$ cat src/rtl/dram_page_decoder.sv
module dram_page_decoder #(
  parameter int ADDR_W    = 26,
  parameter int PAGE_BITS = 12,
  parameter int MB_BITS   = 20,
  parameter int LEGACY_LO = 'h000A0000,
  parameter int LEGACY_HI = 'h000FFFFF,
  parameter int MID_MB    = 15
) (
  input  logic              clk,
  input  logic              rst_n,
  input  logic [ADDR_W-1:0] addr,
  input  logic [7:0]        ctrl,
  input  logic [4:0]        mode,
  input  logic              hole_en,
  output logic              int_hit,
  output logic [1:0]        bank
);

  localparam int MBW    = ADDR_W - MB_BITS;
  localparam int SH4    = PAGE_BITS + 2;
  localparam int SH2    = PAGE_BITS + 1;

  function automatic logic [63:0] row_kb(input logic [4:0] m);
    logic [15:0] b0, b1, b2, b3;
    case (m)
      5'd0:  {b0, b1, b2, b3} = {16'd512,   16'd512,   16'd0,    16'd0};
      5'd1:  {b0, b1, b2, b3} = {16'd512,   16'd512,   16'd512,  16'd512};
      5'd2:  {b0, b1, b2, b3} = {16'd512,   16'd512,   16'd2048, 16'd0};
      5'd3:  {b0, b1, b2, b3} = {16'd512,   16'd512,   16'd2048, 16'd2048};
      5'd4:  {b0, b1, b2, b3} = {16'd512,   16'd512,   16'd8192, 16'd0};
      5'd5:  {b0, b1, b2, b3} = {16'd1024,  16'd0,     16'd0,    16'd0};
      5'd6:  {b0, b1, b2, b3} = {16'd1024,  16'd1024,  16'd0,    16'd0};
      5'd7:  {b0, b1, b2, b3} = {16'd1024,  16'd1024,  16'd2048, 16'd0};
      5'd8:  {b0, b1, b2, b3} = {16'd1024,  16'd1024,  16'd2048, 16'd2048};
      5'd9:  {b0, b1, b2, b3} = {16'd1024,  16'd1024,  16'd8192, 16'd0};
      5'd10: {b0, b1, b2, b3} = {16'd1024,  16'd1024,  16'd8192, 16'd8192};
      5'd11: {b0, b1, b2, b3} = {16'd1024,  16'd2048,  16'd0,    16'd0};
      5'd12: {b0, b1, b2, b3} = {16'd1024,  16'd2048,  16'd2048, 16'd0};
      5'd13: {b0, b1, b2, b3} = {16'd1024,  16'd8192,  16'd0,    16'd0};
      5'd14: {b0, b1, b2, b3} = {16'd2048,  16'd0,     16'd0,    16'd0};
      5'd15: {b0, b1, b2, b3} = {16'd2048,  16'd2048,  16'd0,    16'd0};
      5'd16: {b0, b1, b2, b3} = {16'd2048,  16'd2048,  16'd2048, 16'd0};
      5'd17: {b0, b1, b2, b3} = {16'd2048,  16'd2048,  16'd2048, 16'd2048};
      5'd18: {b0, b1, b2, b3} = {16'd2048,  16'd2048,  16'd8192, 16'd0};
      5'd19: {b0, b1, b2, b3} = {16'd2048,  16'd2048,  16'd8192, 16'd8192};
      5'd20: {b0, b1, b2, b3} = {16'd2048,  16'd8192,  16'd0,    16'd0};
      5'd21: {b0, b1, b2, b3} = {16'd2048,  16'd8192,  16'd8192, 16'd0};
      5'd22: {b0, b1, b2, b3} = {16'd2048,  16'd8192,  16'd8192, 16'd8192};
      5'd23: {b0, b1, b2, b3} = {16'd4096,  16'd0,     16'd0,    16'd0};
      5'd24: {b0, b1, b2, b3} = {16'd4096,  16'd4096,  16'd0,    16'd0};
      5'd25: {b0, b1, b2, b3} = {16'd4096,  16'd4096,  16'd8192, 16'd8192};
      5'd26: {b0, b1, b2, b3} = {16'd4096,  16'd8192,  16'd0,    16'd0};
      5'd27: {b0, b1, b2, b3} = {16'd8192,  16'd0,     16'd0,    16'd0};
      5'd28: {b0, b1, b2, b3} = {16'd8192,  16'd8192,  16'd0,    16'd0};
      5'd29: {b0, b1, b2, b3} = {16'd8192,  16'd8192,  16'd8192, 16'd0};
      5'd30: {b0, b1, b2, b3} = {16'd8192,  16'd8192,  16'd8192, 16'd8192};
      default: {b0, b1, b2, b3} = {16'd32768, 16'd32768, 16'd0,    16'd0};
    endcase
    return {b3, b2, b1, b0};
  endfunction

  wire unused_ctrl = ^ctrl[1:0];

  wire way4 = (ctrl[7:3] == 5'b11101);
  wire way2 = (ctrl[7:3] == 5'b11111);

  wire [1:0] bank_d = way4 ? addr[SH4-1:PAGE_BITS] :
                      way2 ? {1'b0, addr[PAGE_BITS]} : 2'd0;

  wire [31:0] local_pg = way4 ? 32'(addr >> SH4) : 32'(addr >> SH2);

  logic [63:0] row;
  logic [15:0] size_kb;
  always_comb begin
    row     = row_kb(mode);
    size_kb = row[{bank_d, 4'b0000} +: 16];
  end

  wire [31:0] size_pg  = 32'(size_kb) >> (PAGE_BITS - 10);
  wire        in_bank  = local_pg < size_pg;

  wire legacy = (addr >= ADDR_W'(LEGACY_LO)) && (addr <= ADDR_W'(LEGACY_HI));
  wire top_mb = hole_en && (&addr[ADDR_W-1:MB_BITS]);
  wire mid_mb = (addr[ADDR_W-1:MB_BITS] == MBW'(MID_MB));

  logic hit_d;
  always_comb begin
    if (legacy)             hit_d = 1'b0;
    else if (top_mb)        hit_d = 1'b0;
    else if (mid_mb)        hit_d = !ctrl[2];
    else if (way4 || way2)  hit_d = in_bank;
    else                    hit_d = 1'b1;
  end

  always_ff @(posedge clk or negedge rst_n) begin
    if (!rst_n) begin
      int_hit <= 1'b0;
      bank    <= 2'd0;
    end else begin
      int_hit <= hit_d;
      bank    <= bank_d;
    end
  end

endmodule

$ cat config.mk
export PLATFORM = sky130hd
export DESIGN_NAME = dram_page_decoder
export DESIGN_NICKNAME = d
export VERILOG_FILES = /design/src/rtl/dram_page_decoder.sv
export SDC_FILE = /design/constraint.sdc
export NUM_CORES = 1
export LEC_CHECK = 0
export ABC_AREA = 1
export ABC_CLOCK_PERIOD_IN_PS = 800
export BUFFER_PORTS_ARGS = -buffer_cell sky130_fd_sc_hd__buf_2
export CORE_MARGIN = 1
export CORE_UTILIZATION = 45
export CTS_CLUSTER_DIAMETER = 60
export DETAILED_ROUTE_END_ITERATION = 7
export PLACE_DENSITY = 0.79
export SYNTH_ARGS = -nofsm -noshare
export SYNTH_HDL_FRONTEND = slang
export SYNTH_SLANG_ARGS = --single-unit
$ cat constraint.sdc
create_clock -name clk -period 0.8 [get_ports clk]
set_input_delay 0.04 -clock clk [delete_from_list [all_inputs] [get_ports clk]]
set_output_delay 0.04 -clock clk [all_outputs]
set_load 0.1 [all_outputs]
## Word level (Yosys, flattened, before mapping)

Memories as Yosys holds them, arrays and structs flattened.
Cells that the tools add are included.

| operators by class | value |
|---|---|
| order comparisons | 3 |
| eq/ne operators | 3 |
| multiplexer cells | 7 |
| reductions and logical operators | 5 |
| shift operators | 1 |

Operators with widths:

| operator | count |
|---|---|
| variable part select 64 x 7 -> 16 bit | 1 |
| greater-or-equal comparator 26 x 20 -> 1 bit (second input constant) | 1 |
| less-or-equal comparator 26 x 20 -> 1 bit (second input constant) | 1 |
| < comparator 13 x 14 -> 1 bit | 1 |
| two-way mux 13 bit | 1 |
| equality test 5 bit (second input constant) | 2 |
| equality test 6 x 4 -> 1 bit (second input constant) | 1 |
| AND reduction 6 bit | 1 |
| two-way mux 1 bit | 5 |
| logical AND 1 bit | 2 |
| two-way mux 2 bit | 1 |
| logical NOT 1 bit | 1 |
| logical OR 1 bit | 1 |

| word-level totals | value |
|---|---|
| flip-flop bits (word level) | 3 |
| input bits | 42 |
| bits in read-only memories | 576 |
| word-level logic and storage cells | 22 |
| memories kept | 1 |
| output and inout bits | 3 |

Memories:

| name | words | bits a word | rd ports | clocked after memory_dff | wr ports | line | RTL |
|---|---|---|---|---|---|---|---|
| (no name shown) | 32 | 18 | 1 | 0 | 0 | 25 | `case (m)` |

## Logic depth before layout (Yosys ltp)

Gate-level depths: netlist (run 1).

| depth | value |
|---|---|
| depth after elaboration | 9 |
| depth in mapped cells | 15 |
| gate-level depth less buffers | 15 |

## Worst setup path before layout (run 1)

Ideal clock, no wire load.

| timing | value |
|---|---|
| kind | input to register |
| start point | in mode[1] |
| end point | reg int_hit |
| setup slack | -789 ps |
| required time | 723 ps |
| arrival time | 1512 ps |
| cell stages on the path | 14 |
| library setup time | 77 ps |
| path buffers | 0 |
| path through | inv_1 -> ha_1 -> inv_1 -> a21oi_1 -> nand3_1 -> nand2_1 -> nand2_1 -> nand3_1 -> nand2_1 -> ha_1 -> a21oi_1 -> a21boi_2 -> nand2_1 -> a21oi_1 |

| between the ends | value |
|---|---|
| word-level cells in the longest chain between the ends | 7 |

RTL lines:

| what | line | RTL |
|---|---|---|
| start, declared | 13 | `input logic [4:0] mode,` |
| memory read (32 x 18 bit) | - |  |
| variable part select 64 x 7 -> 16 bit | 76 | `size_kb = row[{bank_d, 4'b0000} +: 16];` |
| < comparator 13 x 14 -> 1 bit | 80 | `wire in_bank = local_pg < size_pg;` |
| two-way mux 1 bit | 91 | `else if (way4 \|\| way2) hit_d = in_bank;` |
| two-way mux 1 bit | 90 | `else if (mid_mb) hit_d = !ctrl[2];` |
| two-way mux 1 bit | 89 | `else if (top_mb) hit_d = 1'b0;` |
| two-way mux 1 bit | 88 | `if (legacy) hit_d = 1'b0;` |
| net hit_d | 86 | `logic hit_d;` |
| end signal, assigned | 100 | `int_hit <= hit_d;` |
| end, declared | 15 | `output logic int_hit,` |

The timed path passes the listed nets, and every way through them passes these cells.

## Worst setup path in the final report (run 1)

Ends and elaborated chain as after synthesis.

==> results of run 1 <==
## sequential cells by signal, indices dropped and copies added (netlist names)
register  cells
int_hit       1
bank          2
## what timing repair did
item	in CTS	in global routing
setup endpoints to repair	4	4
setup buffers	0	3
resized for setup	19	24
gates cloned	0	0
endpoints found under the hold margin	3	0
pin swaps	11	14
hold buffers	1	0
## placed cells by master, fill, tap and decap left out, types with 2 or more instances in the layout
| cell | synthesis | final |
|---|---|---|
| nor2_2 | 1 | 2 |
| ha_1 | 11 | 5 |
| buf_2 | 1 | 20 |
| nand2_4 | 2 | 3 |
| nor3_1 | 2 | 2 |
| nand3_2 | 1 | 2 |
| dfrtp_2 | 0 | 2 |
| nand3_1 | 14 | 13 |
| nand4_1 | 4 | 4 |
| inv_4 | 1 | 3 |
| o211ai_1 | 2 | 2 |
| buf_12 | 0 | 4 |
| clkbuf_4 | 0 | 4 |
| buf_4 | 0 | 31 |
| nand2_1 | 43 | 41 |
| a21oi_2 | 0 | 4 |
| o21ai_1 | 4 | 6 |
| o21ai_2 | 1 | 2 |
| nor2_8 | 2 | 2 |
| ha_2 | 0 | 2 |
| o21ai_0 | 6 | 3 |
| inv_2 | 3 | 4 |
| nand2_2 | 4 | 5 |
| ha_4 | 0 | 4 |
| a21oi_1 | 8 | 4 |
| nor2_1 | 9 | 8 |
| inv_1 | 17 | 13 |
## power breakdown
| part | total (mW) | switching [mW] | internal (mW) |
|---|---|---|---|
| logic | 0.689 | 0.368 | 0.320 |
| clock network | 0.270 | 0.0831 | 0.187 |
| registers | 0.159 | 0.00283 | 0.156 |
| total | 1.12 | 0.454 | 0.664 |
## routing by layer
metal | track usage, % | vias to the layer above | share of wire, % | wire (µm)
met3 | 3.85 | 8 | 4.6 | 136
met2 | 55.3 | 63 | 56 | 1650
met4 | 10.3 | 0 | 1.4 | 42
met1 | 26.5 | 534 | 38 | 1100
met5 | 0 | - | 0 | 0
li1 | - | 606 | - | -
## through the flow
stage,hold WS (ns),instances,total power [mW],instance area [µm²]
6_report,0.124,233,1.12,1510
5_1_grt,0.148,233,1.19,1510
4_1_cts,0.127,230,1.03,1400
3_5_place_dp,-0.164,225,0.722,1300
3_3_place_gp,-0.165,225,0.706,1300
2_1_floorplan,-0.256,148,0.484,906
## layout make-up
cell class              instances  share of cell area, %
well taps                      25                   2.07
flip-flops and latches          3                   5.15
repair buffers                 59                   30.3
multi-input cells             120                   54.2
clock buffers                   4                   1.74
inverters                      22                   6.56
## logic make-up (layout without fill, tap and decap cells)
group           Yosys count  count (layout)  synth area share, %
simple gates             83              83                 46.0
buf+inv                  25              85                 12.6
mux                       1               1                 1.66
fa+ha+maj                11              11                 15.2
flops                     3               3                 8.31
compound gates           25              25                 16.2
## path summary, 6_finish.rpt
| check | endpoint | startpoint |
|---|---|---|
| min in group clk | int_hit | ctrl[2] |
| setup / recovery | int_hit | mode[1] |
| hold / removal | bank[0] | rst_n |
| max in group asynchronous | bank[1] | rst_n |
==> impl_metrics.py, run 1 <==
metrics = {
    "detailed_routing": {
        "via_per_inst": 5.20,
        "drtIter0Drc": 27,
        "first_pass_iters": 4,
        "ant_nets": 0,
        "vias": 1211,
        "drt_wl_total_um": 2930,
        "drc_errors": 0,
        "routedWlPerCell_um": 12.6,
    },
    "sta": {
        "postLayoutSetupSlackWorst_ns": -0.624,
        "fin_setup_tns_ns": -0.754,
        "finalCritPeriodShare_pct": 178,
        "finalHoldViolations": 0,
        "max_freq_ghz": 0.702,
        "tightest_slew_ns": 0.259,
        "setup_viol": 4,
        "fin_crit_ns": 1.42,
        "slew_headroom_pct": 82.7,
        "rsz0062_at_grt": "true",
        "drv_slew": 0,
    },
    "status": {
        "status": "finished with violations",
        "violations": "setup timing",
    },
    "global_routing": {
        "grt_use_total_pct": 27.0,
        "antenna_found_initial": 0,
        "grt_pass1_vias": 1022,
        "grt_max_degree": 10,
        "overflow": 0,
        "grt_pass1_wl_um": 4140,
    },
    "floorplan": {
        "placement_rows": 15,
        "die_w_um": 46.8,
        "die_h_um": 46.8,
        "placeableCoreArea_um2": 1800,
        "die_area_um2": 2190,
        "initial_utilization_pct": 50.1,
        "ioPinCount": 45,
    },
    "logic_synthesis": {
        "synth_edf_count": 0,
        "syn_area_um2": 903,
        "netlist_top_cells_area": "nand2_1 18%, ha_1 15%, dfrtp_1 8.3%",
        "synth_top_area_cell": "nand2_1",
        "synth_seq_cells": 3,
        "async_reset_ff_share_pct": 100,
        "synth_common_cells": "43 x nand2_1, 17 x inv_1, 14 x nand3_1, 11 x ha_1, 9 x nor2_1",
        "yosys_warnings": 0,
        "synth-seq-area-share_pct": 8.31,
        "synthesis.instances": 148,
        "yosysMostFrequentCell": "nand2_1",
        "synthFlopType": "dfrtp_1",
        "netlist.area_leader.share_pct": 17.9,
        "postSynthNetCount": 201,
        "syn_area_per_cell_um2": 6.10,
        "netlist-cell-type-count": 29,
    },
    "clocking": {
        "clkSinkCount": 3,
        "htree_levels": 1,
        "cts_buffer_depth": 2,
        "cts_buffers": 3,
        "cts.clk_slew.worst_paths_ns": 0.04,
        "ctsRootBufferMaster": "clkbuf_4",
        "cts_tree": "yes",
    },
    "setup_path": {
        "critPathTopFamily": "compound AO/OA/AOI/OAI gates",
        "crit_buf_inv": 2,
        "worst_path_largest_cell_delay_ns": 0.20,
        "worstPathArrival_ns": 1.58,
        "critPathLaunchType": "input pin",
        "cp_cell_sequence": "buf_12 -> buf_4 -> ha_4 -> o21bai_1 -> o21ai_1 -> nor2_1 -> nand2_1 -> nand3_2 -> nand2_2 -> ha_4 -> a21oi_2 -> a21boi_2 -> nand2_1 -> a21oi_1",
        "cp_slowest_cell": "ha_4",
        "crit_required_ns": 0.96,
        "criticalPathCategory": "in2reg",
        "critPathCaptureType": "flop",
        "path_max_fanout": 5,
        "cp_num_cells": 14,
    },
    "finish": {
        "fillers": 132,
        "n_antenna_cell": 0,
        "syn_to_final_growth_pct": 66.9,
        "layout.nets": 262,
        "fin_util_pct": 83.7,
        "drive_gt1_share_pct": 49.5,
        "regArea_um2": 77.6,
        "multiInputGateArea_um2": 817,
    },
    "placement": {
        "dp_slack_ns": -1.03,
        "dpl.hpwl_um": 2170,
        "io_buffers": 27,
        "place.gp.congestion": 0.921,
    },
    "power_and_ir_drop": {
        "p_leak_nw": 0.791,
        "p_per_area_nw_per_um2": 741,
        "vdd_ir_drop_max_mv": 0.522,
    },
    "worst_hold_path": {
        "min-delay-path-class": "in2async",
    },
    "flow_run": {
        "maxCapViolCount": 0,
    },
}
Power figures use the tool's default switching activity.
==> run 2, diff against run 1 <==
ABC_CLOCK_PERIOD_IN_PS = 1300   (was 800)
CORE_UTILIZATION = 41   (was 45)
PLACE_DENSITY = 0.76   (was 0.79)
clock period = 1.3 ns   (was 0.8 ns; I/O delays follow)
==> impl_metrics.py, run 2 (synthesis results as in run 1) <==
metrics = {
    "status": {
        "status": "finished with violations",
        "violations": "setup timing",
    },
    "sta": {
        "drv_slew": 0,
        "finalCritPeriodShare_pct": 113,
        "whs_ns": 0.151,
        "rsz0062_at_grt": "true",
        "postLayoutSetupSlackWorst_ns": -0.174,
        "fin_crit_ns": 1.47,
        "max_freq_ghz": 0.678,
        "finalHoldViolations": 0,
        "slew_headroom_pct": 68.0,
        "setup_viol": 1,
        "tightest_slew_ns": 0.483,
    },
    "clocking": {
        "htree_levels": 1,
        "cts_buffers": 3,
        "cts_buffer_depth": 2,
        "cts.clk_slew.worst_paths_ns": 0.04,
        "cts_tree": "yes",
        "clkSinkCount": 3,
        "ctsRootBufferMaster": "clkbuf_4",
    },
    "finish": {
        "syn_to_final_growth_pct": 64.5,
        "fin_util_pct": 73.5,
        "drive_gt1_share_pct": 48.6,
        "stdcell_area_um2": 1490,
        "largest_register_ffs": 2,
        "top_regs": "bank: 2 flops, int_hit: 1 flops",
        "layout.nets": 262,
        "layoutNonFillerInstCount": 235,
        "n_antenna_cell": 0,
        "final_common_cell": "nand2_1",
        "max_flop_register": "bank",
        "layout_common_cells": "39 x nand2_1, 29 x buf_4, 24 x buf_2, 13 x inv_1, 12 x nand3_1",
    },
    "global_routing": {
        "grt_use_total_pct": 25.3,
        "antenna_found_initial": 0,
        "grt_pass1_vias": 1182,
        "grt_pass1_wl_um": 4800,
        "overflow": 0,
        "grt_max_degree": 11,
    },
    "placement": {
        "dp_cells": 227,
        "io_buffers": 27,
        "place.gp.congestion": 0.843,
        "placed_area_um2": 1270,
        "dpl.hpwl_um": 2150,
    },
    "detailed_routing": {
        "drt_wl_total_um": 2900,
        "via_per_inst": 5.09,
        "first_pass_iters": 4,
        "vias": 1195,
        "ant_nets": 0,
        "drc_errors": 0,
        "met1_length_um": 1140,
        "met3WireLength_um": 81,
        "routedWlPerCell_um": 12.4,
        "drtIter0Drc": 19,
        "wl_met2_um": 1640,
        "topRoutingLayerUsed": "met4",
    },
    "setup_path": {
        "crit_required_ns": 1.47,
        "worst_path_largest_cell_delay_ns": 0.28,
        "crit_buf_inv": 3,
        "worstPathArrival_ns": 1.64,
        "criticalPathCategory": "in2reg",
        "cp_slowest_cell": "ha_1",
        "path_max_fanout": 4,
        "critPathTopFamily": "simple AND/OR/NAND/NOR gates",
        "critPathCaptureType": "flop",
        "critPathLaunchType": "input pin",
        "cp_cell_sequence": "buf_12 -> buf_8 -> ha_4 -> nand2_2 -> nand2_2 -> inv_2 -> o211ai_1 -> nand2_1 -> nand3_2 -> ha_1 -> o21ai_1 -> nand2_1 -> nand2_1 -> nand2_1 -> nand2_1 -> nand2_1 -> a21oi_2",
        "crit_top_cell": "nand2_1",
    },
    "power_and_ir_drop": {
        "p_int_mw": 0.407,
        "vdd_ir_drop_max_mv": 0.401,
        "p_sw_share_pct": 40.4,
        "pwr-share-seq_pct": 14.1,
        "p_leak_nw": 0.786,
        "combinationalPowerShare_pct": 61.1,
        "clock_power_share_pct": 24.8,
        "p_switching_mw": 0.275,
        "p_per_area_nw_per_um2": 459,
    },
    "flow_run": {
        "maxCapViolCount": 0,
    },
    "floorplan": {
        "die_area_um2": 2400,
        "placeableCoreArea_um2": 2020,
        "die_w_um": 48.9,
        "initial_utilization_pct": 44.7,
        "die_h_um": 48.9,
        "placement_rows": 16,
        "ioPinCount": 45,
    },
    "worst_hold_path": {
        "min-delay-path-class": "in2async",
    },
}
==> run 2: area by class of cell <==
| class | instances | area (µm²) |
|---|---|---|
| multi-input cells | 120 | 818 |
| flip-flops and latches | 3 | 75.1 |
| inverters | 22 | 98.8 |
| repair buffers | 59 | 434 |
| clock buffers | 4 | 26.3 |
| well taps | 27 | 33.8 |
| fillers | 176 | 536 |
==> run 2: final timing paths <==
kind / start / to / slack [ns] / depth (start not counted)
min in group clk: ctrl[2] / int_hit / 0.17 / 4
max: mode[1] / int_hit / -0.17 / 17
max in group asynchronous: rst_n / bank[0] / 1.04 / 2
min: rst_n / bank[1] / 0.15 / 2
==> run 2: metrics by stage <==
step / setup TNS, ns / worst slack, ns / total power, mW
after floorplan: -0.301 / -0.301 / 0.298
after global placement: -0.484 / -0.484 / 0.430
after detailed placement: -0.574 / -0.574 / 0.440
after CTS: -0.255 / -0.255 / 0.650
after global routing: -0.305 / -0.305 / 0.733
final: -0.174 / -0.174 / 0.682
==> run 2: power by group through the flow <==
stage                     sequential [mW]  combinational (mW)  clock [mW]
after floorplan                     0.113               0.185           0
after global placement             0.0975               0.332           0
after detailed placement           0.0976               0.343           0
after CTS                          0.0964               0.382       0.171
after global routing               0.0964               0.460       0.177
final                              0.0964               0.417       0.169
==> run 2: metal layers <==
layer  track usage [%]  vias to the layer above
met1              24.2                      552
met5                 0                        -
met4              12.3                        0
met2              52.5                       33
met3              2.18                        8
li1                  -                      602
==> run 2: repair_timing <==
| item | CTS | global route |
|---|---|---|
| resized for setup | 28 | 15 |
| hold buffers | 1 | 0 |
| pin swaps | 14 | 15 |
| setup buffers | 2 | 1 |
| setup endpoints to repair | 1 | 1 |
| hold endpoints to repair | 3 | 0 |
